**src/rtl/alr_pkg.sv**
```systemverilog
package alr_pkg;

  // Default link geometry.
  localparam int unsigned TAG_BITS   = 16;
  localparam int unsigned SLOT_BITS  = 20;
  localparam int unsigned NUM_SLOTS  = 12;
  localparam int unsigned FRAME_BITS = TAG_BITS + NUM_SLOTS * SLOT_BITS;
  localparam int unsigned SAMPLE_W   = 18;

  // Slots taken by the receiver, in slot order starting at slot 1.
  typedef enum int unsigned {
    ROLE_CTL_ADDR = 0,
    ROLE_CTL_DATA = 1,
    ROLE_PCM_L    = 2,
    ROLE_PCM_R    = 3
  } slot_role_e;

  localparam int unsigned NUM_TAKEN = 4;

endpackage

```
**src/rtl/alr_frame_tracker.sv**
```systemverilog
module alr_frame_tracker #(
  parameter int FRAME_BITS = 256,
  parameter int CW         = $clog2(FRAME_BITS)
) (
  input  logic          clk,
  input  logic          rst_n,
  input  logic          sync_i,
  output logic          bit_en_o,
  output logic [CW-1:0] bit_idx_o,
  output logic          frame_done_o
);

  localparam logic [CW-1:0] LAST_IDX = CW'(FRAME_BITS - 1);

  logic          sync_q;
  logic          locked;
  logic          clean;
  logic [CW-1:0] cnt;
  logic          rise;
  logic          last;

  assign rise = sync_i & ~sync_q;
  assign last = (cnt == LAST_IDX);

  always_ff @(posedge clk or negedge rst_n) begin
    if (!rst_n) begin
      sync_q <= 1'b0;
      locked <= 1'b0;
      clean  <= 1'b0;
      cnt    <= '0;
    end else begin
      sync_q <= sync_i;
      if (!locked) begin
        if (rise) begin
          locked <= 1'b1;
          clean  <= 1'b1;
          cnt    <= '0;
        end
      end else if (last) begin
        cnt <= '0;
        if (rise) begin
          clean <= 1'b1;
        end else begin
          locked <= 1'b0;
          clean  <= 1'b0;
        end
      end else begin
        cnt <= cnt + 1'b1;
        if (rise) clean <= 1'b0;
      end
    end
  end

  // A bit is consumed on every edge of a tracked, unspoiled frame.
  assign bit_en_o     = locked & clean;
  assign bit_idx_o    = cnt;
  assign frame_done_o = locked & clean & last;

  AST_EARLY_RISE_SPOILS: assert property (@(posedge clk) disable iff (!rst_n)
    (locked && rise && !last) |=> !clean);

  AST_ON_TIME_RESTART: assert property (@(posedge clk) disable iff (!rst_n)
    (locked && rise && last) |=> (locked && clean && cnt == '0));

  AST_MISSED_START_UNLOCKS: assert property (@(posedge clk) disable iff (!rst_n)
    (locked && last && !rise) |=> !locked);

  AST_COUNT_STEPS: assert property (@(posedge clk) disable iff (!rst_n)
    (locked && !last) |=> (cnt == $past(cnt) + 1'b1));

endmodule

```
**src/rtl/alr_slot_capture.sv**
```systemverilog
module alr_slot_capture #(
  parameter int TAG_W     = 16,
  parameter int SLOT_W    = 20,
  parameter int NUM_TAKE  = 4,
  parameter int CW        = 8
) (
  input  logic                             clk,
  input  logic                             rst_n,
  input  logic                             bit_en_i,
  input  logic [CW-1:0]                    bit_idx_i,
  input  logic                             sd_i,
  output logic                             fv_o,
  output logic [NUM_TAKE-1:0]              tag_o,
  output logic [NUM_TAKE-1:0][SLOT_W-1:0]  slot_o
);

  logic [SLOT_W-2:0] sh;
  logic [SLOT_W-1:0] word;
  logic              fv_q;
  logic [NUM_TAKE-1:0] tag_q;

  // MSB-first: the newest bit is the LSB of the word being assembled.
  assign word = {sh, sd_i};

  always_ff @(posedge clk or negedge rst_n) begin
    if (!rst_n) begin
      sh   <= '0;
      fv_q <= 1'b0;
    end else if (bit_en_i) begin
      sh <= word[SLOT_W-2:0];
      if (bit_idx_i == '0) fv_q <= sd_i;
    end
  end

  for (genvar g = 0; g < NUM_TAKE; g++) begin : g_take
    localparam int TAG_POS = g + 1;
    localparam int END_POS = TAG_W + (g + 1) * SLOT_W - 1;
    logic [SLOT_W-1:0] slot_q;

    always_ff @(posedge clk or negedge rst_n) begin
      if (!rst_n) begin
        tag_q[g] <= 1'b0;
        slot_q   <= '0;
      end else if (bit_en_i) begin
        if (bit_idx_i == CW'(TAG_POS)) tag_q[g] <= sd_i;
        if (bit_idx_i == CW'(END_POS)) slot_q   <= word;
      end
    end

    assign slot_o[g] = slot_q;
  end

  assign fv_o  = fv_q;
  assign tag_o = tag_q;

  AST_TAGS_MOVE_ON_BITS: assert property (@(posedge clk) disable iff (!rst_n)
    !$stable(tag_q) |-> $past(bit_en_i));

endmodule

```
**src/rtl/alr_out_stage.sv**
```systemverilog
module alr_out_stage #(
  parameter int SLOT_W   = 20,
  parameter int PCM_W    = 18,
  parameter int NUM_TAKE = 4
) (
  input  logic                            clk,
  input  logic                            rst_n,
  input  logic                            done_i,
  input  logic                            fv_i,
  input  logic [NUM_TAKE-1:0]             tag_i,
  input  logic [NUM_TAKE-1:0][SLOT_W-1:0] slot_i,
  output logic [SLOT_W-1:0]               ctl_addr_o,
  output logic [SLOT_W-1:0]               ctl_data_o,
  output logic                            ctl_wr_o,
  output logic [1:0][PCM_W-1:0]           pcm_o,
  output logic [1:0]                      pcm_stb_o
);

  import alr_pkg::*;

  logic fire;
  assign fire = done_i & fv_i;

  always_ff @(posedge clk or negedge rst_n) begin
    if (!rst_n) begin
      ctl_addr_o <= '0;
      ctl_data_o <= '0;
      ctl_wr_o   <= 1'b0;
    end else begin
      ctl_wr_o <= 1'b0;
      if (fire && tag_i[ROLE_CTL_ADDR] && tag_i[ROLE_CTL_DATA]) begin
        ctl_wr_o   <= 1'b1;
        ctl_addr_o <= slot_i[ROLE_CTL_ADDR];
        ctl_data_o <= slot_i[ROLE_CTL_DATA];
      end
    end
  end

  for (genvar ch = 0; ch < 2; ch++) begin : g_pcm
    localparam int SLOT_IDX = ROLE_PCM_L + ch;

    always_ff @(posedge clk or negedge rst_n) begin
      if (!rst_n) begin
        pcm_o[ch]     <= '0;
        pcm_stb_o[ch] <= 1'b0;
      end else begin
        pcm_stb_o[ch] <= 1'b0;
        if (fire && tag_i[SLOT_IDX]) begin
          pcm_stb_o[ch] <= 1'b1;
          pcm_o[ch]     <= slot_i[SLOT_IDX][SLOT_W-1 -: PCM_W];
        end
      end
    end

    AST_PCM_HOLD: assert property (@(posedge clk) disable iff (!rst_n)
      !pcm_stb_o[ch] |-> $stable(pcm_o[ch]));

    AST_PCM_ONE_CYCLE: assert property (@(posedge clk) disable iff (!rst_n)
      pcm_stb_o[ch] |=> !pcm_stb_o[ch]);
  end

  AST_WR_ONE_CYCLE: assert property (@(posedge clk) disable iff (!rst_n)
    ctl_wr_o |=> !ctl_wr_o);

  AST_CTL_HOLD: assert property (@(posedge clk) disable iff (!rst_n)
    !ctl_wr_o |-> ($stable(ctl_addr_o) && $stable(ctl_data_o)));

endmodule

```
**src/rtl/serial_link_frame_rx.sv**
```systemverilog
module serial_link_frame_rx #(
  parameter int TAG_W     = alr_pkg::TAG_BITS,
  parameter int SLOT_W    = alr_pkg::SLOT_BITS,
  parameter int NUM_SLOTS = alr_pkg::NUM_SLOTS,
  parameter int PCM_W     = alr_pkg::SAMPLE_W
) (
  input  logic              clk,
  input  logic              rst_n,
  input  logic              sync_i,
  input  logic              sdata_i,
  output logic [SLOT_W-1:0] ctl_addr_o,
  output logic [SLOT_W-1:0] ctl_data_o,
  output logic              ctl_wr_o,
  output logic [PCM_W-1:0]  pcm_left_o,
  output logic              pcm_left_stb_o,
  output logic [PCM_W-1:0]  pcm_right_o,
  output logic              pcm_right_stb_o
);

  localparam int FRAME_BITS = TAG_W + NUM_SLOTS * SLOT_W;
  localparam int CW         = $clog2(FRAME_BITS);
  localparam int NUM_TAKE   = alr_pkg::NUM_TAKEN;

  logic                            sd_fall;
  logic                            bit_en;
  logic [CW-1:0]                   bit_idx;
  logic                            frame_done;
  logic                            fv;
  logic [NUM_TAKE-1:0]             tags;
  logic [NUM_TAKE-1:0][SLOT_W-1:0] slots;
  logic [1:0][PCM_W-1:0]           pcm;
  logic [1:0]                      pcm_stb;

  // Data is captured on the falling edge and consumed on the next rising edge.
  always_ff @(negedge clk or negedge rst_n) begin
    if (!rst_n) sd_fall <= 1'b0;
    else        sd_fall <= sdata_i;
  end

  alr_frame_tracker #(
    .FRAME_BITS (FRAME_BITS),
    .CW         (CW)
  ) u_tracker (
    .clk          (clk),
    .rst_n        (rst_n),
    .sync_i       (sync_i),
    .bit_en_o     (bit_en),
    .bit_idx_o    (bit_idx),
    .frame_done_o (frame_done)
  );

  alr_slot_capture #(
    .TAG_W    (TAG_W),
    .SLOT_W   (SLOT_W),
    .NUM_TAKE (NUM_TAKE),
    .CW       (CW)
  ) u_capture (
    .clk       (clk),
    .rst_n     (rst_n),
    .bit_en_i  (bit_en),
    .bit_idx_i (bit_idx),
    .sd_i      (sd_fall),
    .fv_o      (fv),
    .tag_o     (tags),
    .slot_o    (slots)
  );

  alr_out_stage #(
    .SLOT_W   (SLOT_W),
    .PCM_W    (PCM_W),
    .NUM_TAKE (NUM_TAKE)
  ) u_out (
    .clk        (clk),
    .rst_n      (rst_n),
    .done_i     (frame_done),
    .fv_i       (fv),
    .tag_i      (tags),
    .slot_i     (slots),
    .ctl_addr_o (ctl_addr_o),
    .ctl_data_o (ctl_data_o),
    .ctl_wr_o   (ctl_wr_o),
    .pcm_o      (pcm),
    .pcm_stb_o  (pcm_stb)
  );

  assign pcm_left_o      = pcm[0];
  assign pcm_right_o     = pcm[1];
  assign pcm_left_stb_o  = pcm_stb[0];
  assign pcm_right_stb_o = pcm_stb[1];

  AST_STB_AT_FRAME_END: assert property (@(posedge clk) disable iff (!rst_n)
    (ctl_wr_o || pcm_left_stb_o || pcm_right_stb_o)
      |-> $past(bit_en && bit_idx == CW'(FRAME_BITS - 1)));

endmodule

```
**config.mk**
```make
export PLATFORM = sky130hd
export DESIGN_NAME = serial_link_frame_rx
export DESIGN_NICKNAME = d
export VERILOG_FILES = /design/src/rtl/alr_pkg.sv /design/src/rtl/alr_frame_tracker.sv /design/src/rtl/alr_slot_capture.sv /design/src/rtl/alr_out_stage.sv /design/src/rtl/serial_link_frame_rx.sv
export SDC_FILE = /design/constraint.sdc
export NUM_CORES = 1
export LEC_CHECK = 0
export BUFFER_PORTS_ARGS = -buffer_cell sky130_fd_sc_hd__buf_2
export CAP_MARGIN = 20
export CELL_PAD_IN_SITES_DETAIL_PLACEMENT = 1
export CELL_PAD_IN_SITES_GLOBAL_PLACEMENT = 2
export CORE_MARGIN = 2
export CORE_UTILIZATION = 39
export CTS_CLUSTER_SIZE = 10
export DETAILED_ROUTE_END_ITERATION = 8
export PLACE_DENSITY = 0.83
export SYNTH_ARGS = -nofsm -noshare
export SYNTH_HDL_FRONTEND = slang
export SYNTH_HIERARCHICAL = 1
export SYNTH_SLANG_ARGS = --single-unit
```
**constraint.sdc**
```tcl
create_clock -name clk -period 2.6 [get_ports clk]
set_clock_uncertainty 0.15 [all_clocks]
set_input_delay 0.39 -clock clk [delete_from_list [all_inputs] [get_ports clk]]
set_output_delay 0.39 -clock clk [all_outputs]
set_load 0.03 [all_outputs]
```
# == After elaboration in Yosys (flattened, before gate mapping) ==
# Cells that the tools add are included.
# word_totals
out_inout_bits,79
input_bits,4
wordCells,67
reg_bits,195
# classes
muxes,13
n_reduce_logical,17
bitwise_logic,5
eq_ne,9
addsub,1
# op_table
cell,count
8-bit two-way mux,3
2-bit AND reduction,10
8-bit by 2-bit equality test with 1-bit output (second input constant),2
8-bit by 6-bit equality test with 1-bit output (second input constant),2
8-bit by 7-bit equality test with 1-bit output (second input constant),2
1-bit two-way mux,10
8-bit by 1-bit adder with 8-bit output (second input constant),1
8-bit by 1-bit equality test with 1-bit output (second input constant),1
8-bit by 3-bit equality test with 1-bit output (second input constant),1
8-bit equality test (second input constant),1
8-bit zero test,1
1-bit AND,4
1-bit logical AND,4
2-bit nonzero test,2
1-bit NOT,1

# == Longest topological paths before layout ==
# Gate-level depths: netlist of the first run.
# depth
ltp_word,6
mapped_depth,7
mapped_depth_nobuf,6

# == Hierarchy ==
# The synthesis of the first run kept the hierarchy.
# modules_own_cells
module,area_per_inst_um2,seq_area_each_um2,cells_each,n_inst
alr_slot_capture,4151.5,2602.5,238,1
alr_out_stage,2900.3,1976.9,167,1
alr_frame_tracker,549.3,275.3,55,1
serial_link_frame_rx,25.0,25.0,1,1

==> run_results.csv, run 1 <==
group,metric,value,unit
placed_design,place_ws,183.5,ps
pwr,peakVddDrop,0.4759,mV
sta,setup_viol,0,
placed_design,gp_congestion,0.7697,
sta,relSlewSlack,41.77,%
finish,multiInputGateArea,2557,µm²
clock_network,cts_resized,0,
drt,viasPerCell,5.051,
drt,firstDrtPassIters,4,
pwr,leakagePower,4.768,nW
critical_path,start_kind,"flop",
sta,worst_slack,199.4,ps
placed_design,port_buffers,82,
drt,drtIter0Drc,149,
pwr,power.density,848.5,nW/µm²
critical_path,cp.required,2760,ps
global_route,gr-total-overflow,0,
floorplanning,die_w,142.4,µm
global_route,antenna_found_initial,0,
critical_path,crit_fanout,26,
drt,avgRoutedWirePerCell,19.42,µm
sta,final-hold-violation-count,0,
global_route,grt_max_degree,122,
min_path,hold_path.class,"flop to flop",
outcome,status,"finished clean",
synthesis,syn_nets,458,
clock_network,clock_tree.buffer_depth,2,
finish,antenna_cells,0,
sta,min_period,2401,ps
floorplanning,fp-row-count,50,
sta,rsz0062_at_grt,"false",
synthesis,netlist_area,7473,µm²
global_route,grt_use_total,16.46,%
floorplanning,die_y,142.4,µm
synthesis,synthCells,453,
floorplanning,dieArea,20290,µm²
critical_path,reg2reg_from,"u_tracker/bit_idx_o[0]",
drt,drc,0,
critical_path,end_kind,"flop",
sta,fmax,416.6,MHz
floorplanning,initial_core_util,39.82,%
sta,setup-tns-final,0,ps
critical_path,arrival,2560,ps
sta,post-route-period-util,92.33,%
global_route,grt_use_met1,20.83,%
clock_network,post_cts.repair.setup_buffers,0,
drt,vias,4041,
finish,area_growth,18.10,%
finish,regArea,4780,µm²
finish,post_route_cells_drive_above_1_share,56.18,%
finish,finalNetCount,558,
synthesis,ys_warn_count,6,
critical_path,startpoint,"u_tracker/bit_idx_o[0]",
finish,fill_cells,1868,
clock_network,worst_skew_pair.late_latency,430,ps
floorplanning,ios,83,
drt,ant_nets,0,
clock_network,cts_tree,"built",
global_route,grt_pass1_vias,4521,
floorplanning,coreArea,18770,µm²
clock_network,numCtsBuffers,17,
global_route,grt_pass1_wl,25420,µm
sta,drv_slew,0,
critical_path,r2r_slack,200,ps
clock_network,cts.clk_slew.worst_paths,70,ps
drt,wl,15530,µm
clock_network,cts_root_buf,"clkbuf_16",
critical_path,worstSetupPathType,"flop to flop",
global_route,grt_util_met2,28.45,%
global_route,busiest_layer,"met2",
placed_design,hpwl,10160,µm
run,cap_violations,0,
min_path,worstHoldStart,"u_out/ctl_addr_o[6]",
clock_network,h-tree-depth,4,
clock_network,clock-sinks,191,
sta,tightest_slew,873.4,ps
synthesis,avgSynthCellArea,16.50,µm²
global_route,grtUsageMet3,3.028,%
-- metal layers --
metal / wire (µm) / up-vias
li1: - / 1808
met1: 6794 / 2151
met2: 8073 / 64
met3: 419 / 18
met4: 244 / 0
met5: 0 / -
-- final timing paths --
path	depth (start not counted)	endpoint
min in group asynchronous	3	u_out/pcm_o[1]
setup reg to reg	7	u_out/ctl_data_o[14]
hold reg to reg	1	u_out/ctl_addr_o[6]
setup / recovery	7	u_out/ctl_data_o[14]
max in group asynchronous	2	sd_fall
hold / removal	1	u_out/ctl_addr_o[6]
-- what timing repair did --
action | 4_1_cts | 5_1_grt
endpoints found under the hold margin | 27 | 0
endpoints found under the setup margin | 0 | 0
hold buffers | 2 | 0
-- stage by stage --
step	cell area, µm²	instances	util [%]	total power (W)	hold slack, ps
global route	8826	800	47.03	0.007870	370.8
detailed placement	8222	766	43.81	0.004971	337.9
global placement	8222	766	43.81	0.004875	331.2
CTS	8826	800	47.03	0.007582	355.0
floorplan	7473	453	-	0.004567	-55.59
finish	8826	800	47.03	0.007489	351.7
-- layout by cell type (no fill, tap or decap), types with 3 or more instances in the layout --
cell type,n
mux2_2,138
nand4_1,5
a21oi_1,3
inv_8,3
nor2_1,5
buf_12,3
xnor2_1,3
nand4b_1,3
inv_1,6
nand2_1,9
buf_4,12
dfrtp_1,190
mux2_4,38
o21ai_0,6
buf_2,81
nand3_1,4
inv_6,6
clkbuf_16,17
-- power breakdown --
group	leakage [nW]	switching (W)	total, W	internal [W]
Sequential	2.59	0.000565	0.00401	0.00345
Clock	0.284	0.00118	0.00257	0.00138
Combinational	1.89	0.000347	0.000909	0.000562
Total	4.77	0.00210	0.00749	0.00539
-- registers in the layout, indices dropped and copies added, names as in the netlist --
register,cells
u_out/ctl_data_o,20
sd_fall,1
u_capture/fv_o,1
u_capture/sh,19
u_out/pcm_stb_o,2
u_tracker/clean,1
u_out/pcm_o,36
u_out/ctl_addr_o,20
u_capture/tag_o,4
u_capture/g_take.slot_q,76
u_tracker/sync_q,1
u_out/ctl_wr_o,1
u_tracker/bit_idx_o,8
u_tracker/locked,1
-- final cells by class --
type,instances,share of cell area [%]
flip-flops and latches,191,54.15
multi-input cells,238,28.98
repair buffers,99,6.677
clock buffers,18,4.976
well taps,234,3.317
clock inverters,14,1.644
inverters,6,0.2552
-- critical path, stage by stage (launching register included) --
cell and delay [ps]:
dfrtp_1 470, ha_1 230, and2_2 220, nand3_4 130, nor2_1 300, nand4_1 170
buf_4 290, mux2_2 330
(Power assumes the default switching activity.)
==> inputs of run 2 (changes only) <==
Settings changed: PLACE_DENSITY 0.83 to 0.86.
Clock period 2.6 ns to 1.9 ns, I/O delays scaled along.
==> run_results.csv, run 2 (synthesized netlist as in run 1, its figures left out) <==
group,metric,value,unit
outcome,status,"finished with violations",
outcome,violations,"setup timing",
critical_path,reg2reg_to,"u_out/ctl_data_o[17]",
placed_design,place_ws,-86.39,ps
min_path,hold_path.class,"primary input to async pin",
clock_network,cts.clk_slew.worst_paths,70,ps
floorplanning,fp-row-count,50,
clock_network,worst_skew_pair.late_latency,430,ps
sta,setup_viol,34,
critical_path,cp.required,2060,ps
finish,final_common_cell,"dfrtp_1",
critical_path,crit_fanout,8,
finish,antenna_cells,0,
floorplanning,die_w,142.4,µm
global_route,grt_pass1_wl,26440,µm
pwr,p_switching,0.002804,W
pwr,peakVddDrop,0.7016,mV
sta,rsz0062_at_grt,"true",
drt,viasPerCell,5.081,
pwr,power.density,1130,nW/µm²
run,cap_violations,0,
finish,finalNetCount,582,
critical_path,critPathCapture,"u_out/ctl_data_o[17]",
floorplanning,coreArea,18770,µm²
critical_path,startpoint,"u_tracker/bit_idx_o[1]",
finish,reg_top3,"u_capture/g_take.slot_q: 76 flops, u_out/pcm_o: 36 flops",
placed_design,hpwl,10820,µm
sta,min_period,1931,ps
critical_path,r2r_slack,-30,ps
critical_path,worstSetupPathType,"flop to flop",
drt,vias,4182,
global_route,grt_pass1_vias,4775,
clock_network,h-tree-depth,4,
global_route,grt_max_degree,81,
drt,avgRoutedWirePerCell,20.15,µm
finish,area_growth,22.18,%
sta,fmax,518.0,MHz
pwr,pwr-share-seq,52.2,%
drt,drtIter0Drc,169,
critical_path,start_kind,"flop",
finish,largest_register_ffs,76,
pwr,sw_frac_of_total,27.16,%
drt,firstDrtPassIters,4,
clock_network,cts_root_buf,"clkbuf_16",
finish,mostFrequentLayoutCells,"dfrtp_1, mux2_2, buf_2",
drt,wl,16580,µm
critical_path,end_kind,"flop",
floorplanning,dieArea,20290,µm²
pwr,p_comb_share,15.5,%
sta,tightest_slew,524.3,ps
critical_path,arrival,2090,ps
floorplanning,initial_core_util,39.82,%
pwr,leakagePower,4.919,nW
global_route,grt_use_total,17.03,%
floorplanning,die_y,142.4,µm
global_route,antenna_found_initial,0,
critical_path,reg2reg_from,"u_tracker/bit_idx_o[1]",
drt,ant_nets,0,
placed_design,placedCellCount,782,
floorplanning,ios,83,
placed_design,port_buffers,82,
sta,final-hold-violation-count,0,
sta,relSlewSlack,65.05,%
sta,drv_slew,0,
critical_path,worstRegToRegCells,8,
clock_network,clock-sinks,191,
finish,stdcell_count,823,
global_route,gr-total-overflow,0,
sta,worst_slack,-30.57,ps
finish,regMostFlops,"u_capture/g_take.slot_q",
pwr,internal_power,0.007518,W
clock_network,numCtsBuffers,17,
pwr,clkPwrFrac,32.3,%
clock_network,clock_tree.buffer_depth,2,
placed_design,gp_congestion,0.8176,
sta,post-route-period-util,101.6,%
clock_network,cts_tree,"built",
finish,post_route_cells_drive_above_1_share,58.23,%
drt,drc,0,
run 2: cell types whose count changed in the layout (fill, tap and decap cells not counted), sizes merged:
cell,before,now
inv,15,6
clkinv,2,3
clkbuf,19,24
clkinvlp,2,6
buf,96,118
run 2: per-layer routing:
layer  routed length, µm  vias up  global-route usage [%]
met3                 492       19                   3.567
met2                8600       65                   29.21
met5                   0        -                       0
met4                 252        0                   5.836
li1                    -     1862                       -
met1                7237     2236                   21.53
run 2: power by group through the flow:
stage               Clock [W]  Combinational (W)  Sequential (W)
global placement            0            0.00148         0.00540
CTS                   0.00343            0.00160         0.00538
global route          0.00359            0.00177         0.00550
floorplan                   0            0.00103         0.00525
detailed placement          0            0.00158         0.00546
finish                0.00333            0.00160         0.00539
run 2: worst min path at each step:
stage                                          endpoint  slack, ps
after detailed placement  u_capture/g_take[0].slot_q[6]        0.5
after global routing      u_capture/g_take[1].slot_q[5]        110
after floorplan                          u_capture/fv_o       -160
after CTS                 u_capture/g_take[1].slot_q[5]        100
final                               u_out/ctl_data_o[5]        110
after global placement              u_out/ctl_data_o[5]         -2
run 2: repair_timing:
action                                 CTS  global route
setup endpoints to repair               64           129
endpoints found under the hold margin  191             0
gates cloned                             0             3
gates resized for setup                  2             9
pin swaps                                0             1
setup buffers                            2             3
hold buffers                             2             0
run 2: worst max-delay path, cell delays in order (launching register included):
cell and delay (ps):
dfrtp_1 360, ha_2 180, and2_4 150, nand3_4 80, nor2_4 120, nand4_1 130, buf_6 190, clkbuf_16 170
mux2_2 280
run 2: stage by stage:
stage / TNS (ps) / utilization (%) / power (W) / hold WS [ps] / cell area (µm²)
floorplan: -2923 / - / 0.006283 / -160.6 / 7531
global placement: -39.23 / 44.81 / 0.006873 / -2.482 / 8411
detailed placement: -1943 / 44.81 / 0.007037 / 0.4984 / 8411
CTS: -1199 / 48.04 / 0.01041 / 97.09 / 9016
global route: -3914 / 48.65 / 0.01085 / 105.9 / 9131
finish: -621.6 / 48.65 / 0.01032 / 109.7 / 9131
run 2: layout make-up:
type,count,area (µm²)
Timing Repair Buffer,123,880.8
Tap cell,234,292.8
Multi-Input combinational cell,238,2605
Clock buffer,21,460.4
Inverter,6,22.52
Fill cell,1816,9637
Sequential cell,191,4780
Clock inverter,10,90.09
==> inputs of run 3 (changes only) <==
Settings changed: ABC_AREA from default to 1, CORE_UTILIZATION 39 to 32, PLACE_DENSITY 0.86 to 0.85.
==> run_results.csv, run 3 <==
group,metric,value,unit
placed_design,hpwl,14190,µm
clock_network,clock-sinks,191,
clock_network,cts_root_buf,"clkbuf_16",
finish,area_growth,21.77,%
floorplanning,dieArea,25220,µm²
drt,vias,6095,
pwr,clkPwrFrac,45.4,%
pwr,pwr-share-seq,53.1,%
synthesis,netlist_area,7669,µm²
clock_network,worst_skew_pair.late_latency,440,ps
finish,largest_register_ffs,76,
sta,setup_viol,0,
finish,final_common_cell,"nand2_1",
critical_path,worstRegToRegCells,3,
pwr,peakVddDrop,0.5950,mV
critical_path,reg2reg_from,"sd_fall",
drt,drc,0,
pwr,internal_power,0.005976,W
pwr,p_switching,0.001679,W
floorplanning,ios,83,
synthesis,ys_warn_count,6,
synthesis,synthCells,876,
placed_design,port_buffers,82,
critical_path,arrival,2110,ps
critical_path,reg2reg_to,"u_capture/tag_o[3]",
clock_network,h-tree-depth,4,
synthesis,syn_nets,881,
sta,drv_slew,0,
finish,regMostFlops,"u_capture/g_take.slot_q",
drt,wl,20840,µm
floorplanning,initial_core_util,32.67,%
global_route,gr-total-overflow,0,
finish,post_route_cells_drive_above_1_share,17.68,%
finish,regArea,4781,µm²
placed_design,placedCellCount,1275,
sta,rsz0062_at_grt,"true",
sta,final-hold-violation-count,0,
global_route,grt_pass1_vias,6326,
critical_path,start_kind,"flop",
run,cap_violations,0,
floorplanning,die_y,158.8,µm
finish,reg_top3,"u_capture/g_take.slot_q: 76 flops, u_out/pcm_o: 36 flops",
sta,tightest_slew,335.3,ps
finish,fill_cells,2764,
sta,setup-tns-final,0,ps
drt,wl_met3,679,µm
critical_path,end_kind,"flop",
drt,firstDrtPassIters,4,
finish,multiInputGateArea,2537,µm²
drt,drtIter0Drc,467,
critical_path,worstSetupPathType,"flop to flop",
drt,routed.top_layer,"met4",
critical_path,cp.required,2130,ps
clock_network,cts.clk_slew.worst_paths,70,ps
placed_design,gp_congestion,0.7507,
drt,drt-met1-wl,10160,µm
sta,worst_hold_slack,245.3,ps
min_path,hold_path.class,"primary input to async pin",
synthesis,avgSynthCellArea,8.754,µm²
sta,relSlewSlack,77.65,%
outcome,status,"finished clean",
floorplanning,coreArea,23470,µm²
pwr,leakagePower,5.189,nW
drt,dr_wl_met2,9689,µm
finish,mostFrequentLayoutCells,"nand2_1, dfrtp_1, buf_2",
clock_network,clock_tree.buffer_depth,2,
floorplanning,die_w,158.8,µm
drt,viasPerCell,4.656,
finish,stdcell_count,1309,
critical_path,crit_fanout,8,
global_route,grt_pass1_wl,34370,µm
pwr,sw_frac_of_total,21.93,%
finish,antenna_cells,0,
global_route,antenna_found_initial,0,
clock_network,numCtsBuffers,17,
drt,avgRoutedWirePerCell,15.92,µm
drt,ant_nets,0,
critical_path,r2r_slack,20,ps
finish,finalNetCount,984,
pwr,fin_total_pwr,0.007655,W
placed_design,placedInstanceArea,8683,µm²
floorplanning,fp-row-count,56,
clock_network,cts_tree,"built",
finish,final_area,9338,µm²
pwr,power.density,819.7,nW/µm²
global_route,grt_max_degree,52,
global_route,grt_use_total,17.11,%
pwr,p_comb_share,1.5,%
## run 3: power by group through the flow
stage | Sequential, W | Clock, W | Combinational [W]
6_report | 0.00407 | 0.00347 | 0.000115
5_1_grt | 0.00406 | 0.00374 | 0.000136
4_1_cts | 0.00407 | 0.00358 | 0.000124
3_5_place_dp | 0.00415 | 0 | 0.000114
3_3_place_gp | 0.00415 | 0 | 0.000112
2_1_floorplan | 0.00415 | 0 | 0.00000436
## run 3: cell type report
| class | instances | area share, % |
|---|---|---|
| Inverter | 45 | 1.809 |
| Clock buffer | 20 | 4.891 |
| Multi-Input combinational cell | 596 | 27.17 |
| Sequential cell | 191 | 51.20 |
| Clock inverter | 10 | 1.112 |
| Timing Repair Buffer | 128 | 9.540 |
| Tap cell | 319 | 4.274 |
## run 3: stage by stage
step	worst slack, ps	utilization [%]
after floorplan	18.40	-
after global placement	1.233	36.99
after detailed placement	-36.20	36.99
after CTS	18.45	39.57
after global routing	-33.53	39.78
final	15.74	39.78
## run 3: timing repair
action | in CTS | in global routing
pin swaps | 0 | 4
resized for setup | 2 | 22
endpoints found under the hold margin | 48 | 0
setup buffers | 1 | 0
setup endpoints to repair | 16 | 46
hold buffers | 2 | 0
cloned | 0 | 1
## run 3: layer usage
metal,vias up,GRT usage [%]
met5,-,0
met4,0,5.880
met3,19,2.665
met2,89,27.31
met1,3033,23.77
li1,2954,-
## run 3: worst max-delay path by stage
stage	cells past startpoint	slack, ps	to	start
final	3	20	u_capture/tag_o[3]	sd_fall
after global routing	10	-30	u_out/ctl_addr_o[4]	u_tracker/bit_idx_o[0]
after CTS	10	20	u_out/ctl_data_o[13]	u_tracker/bit_idx_o[0]
after detailed placement	2	-40	u_capture/tag_o[3]	sd_fall
after global placement	2	1	u_capture/tag_o[3]	sd_fall
after floorplan	10	20	u_out/pcm_o[10]	u_tracker/bit_idx_o[1]
## run 3: worst max-delay path: stages (launching register included)
cell and delay [ps]:
dfrtn_1 440, buf_12 130, nand4_1 100, nand2_1 80
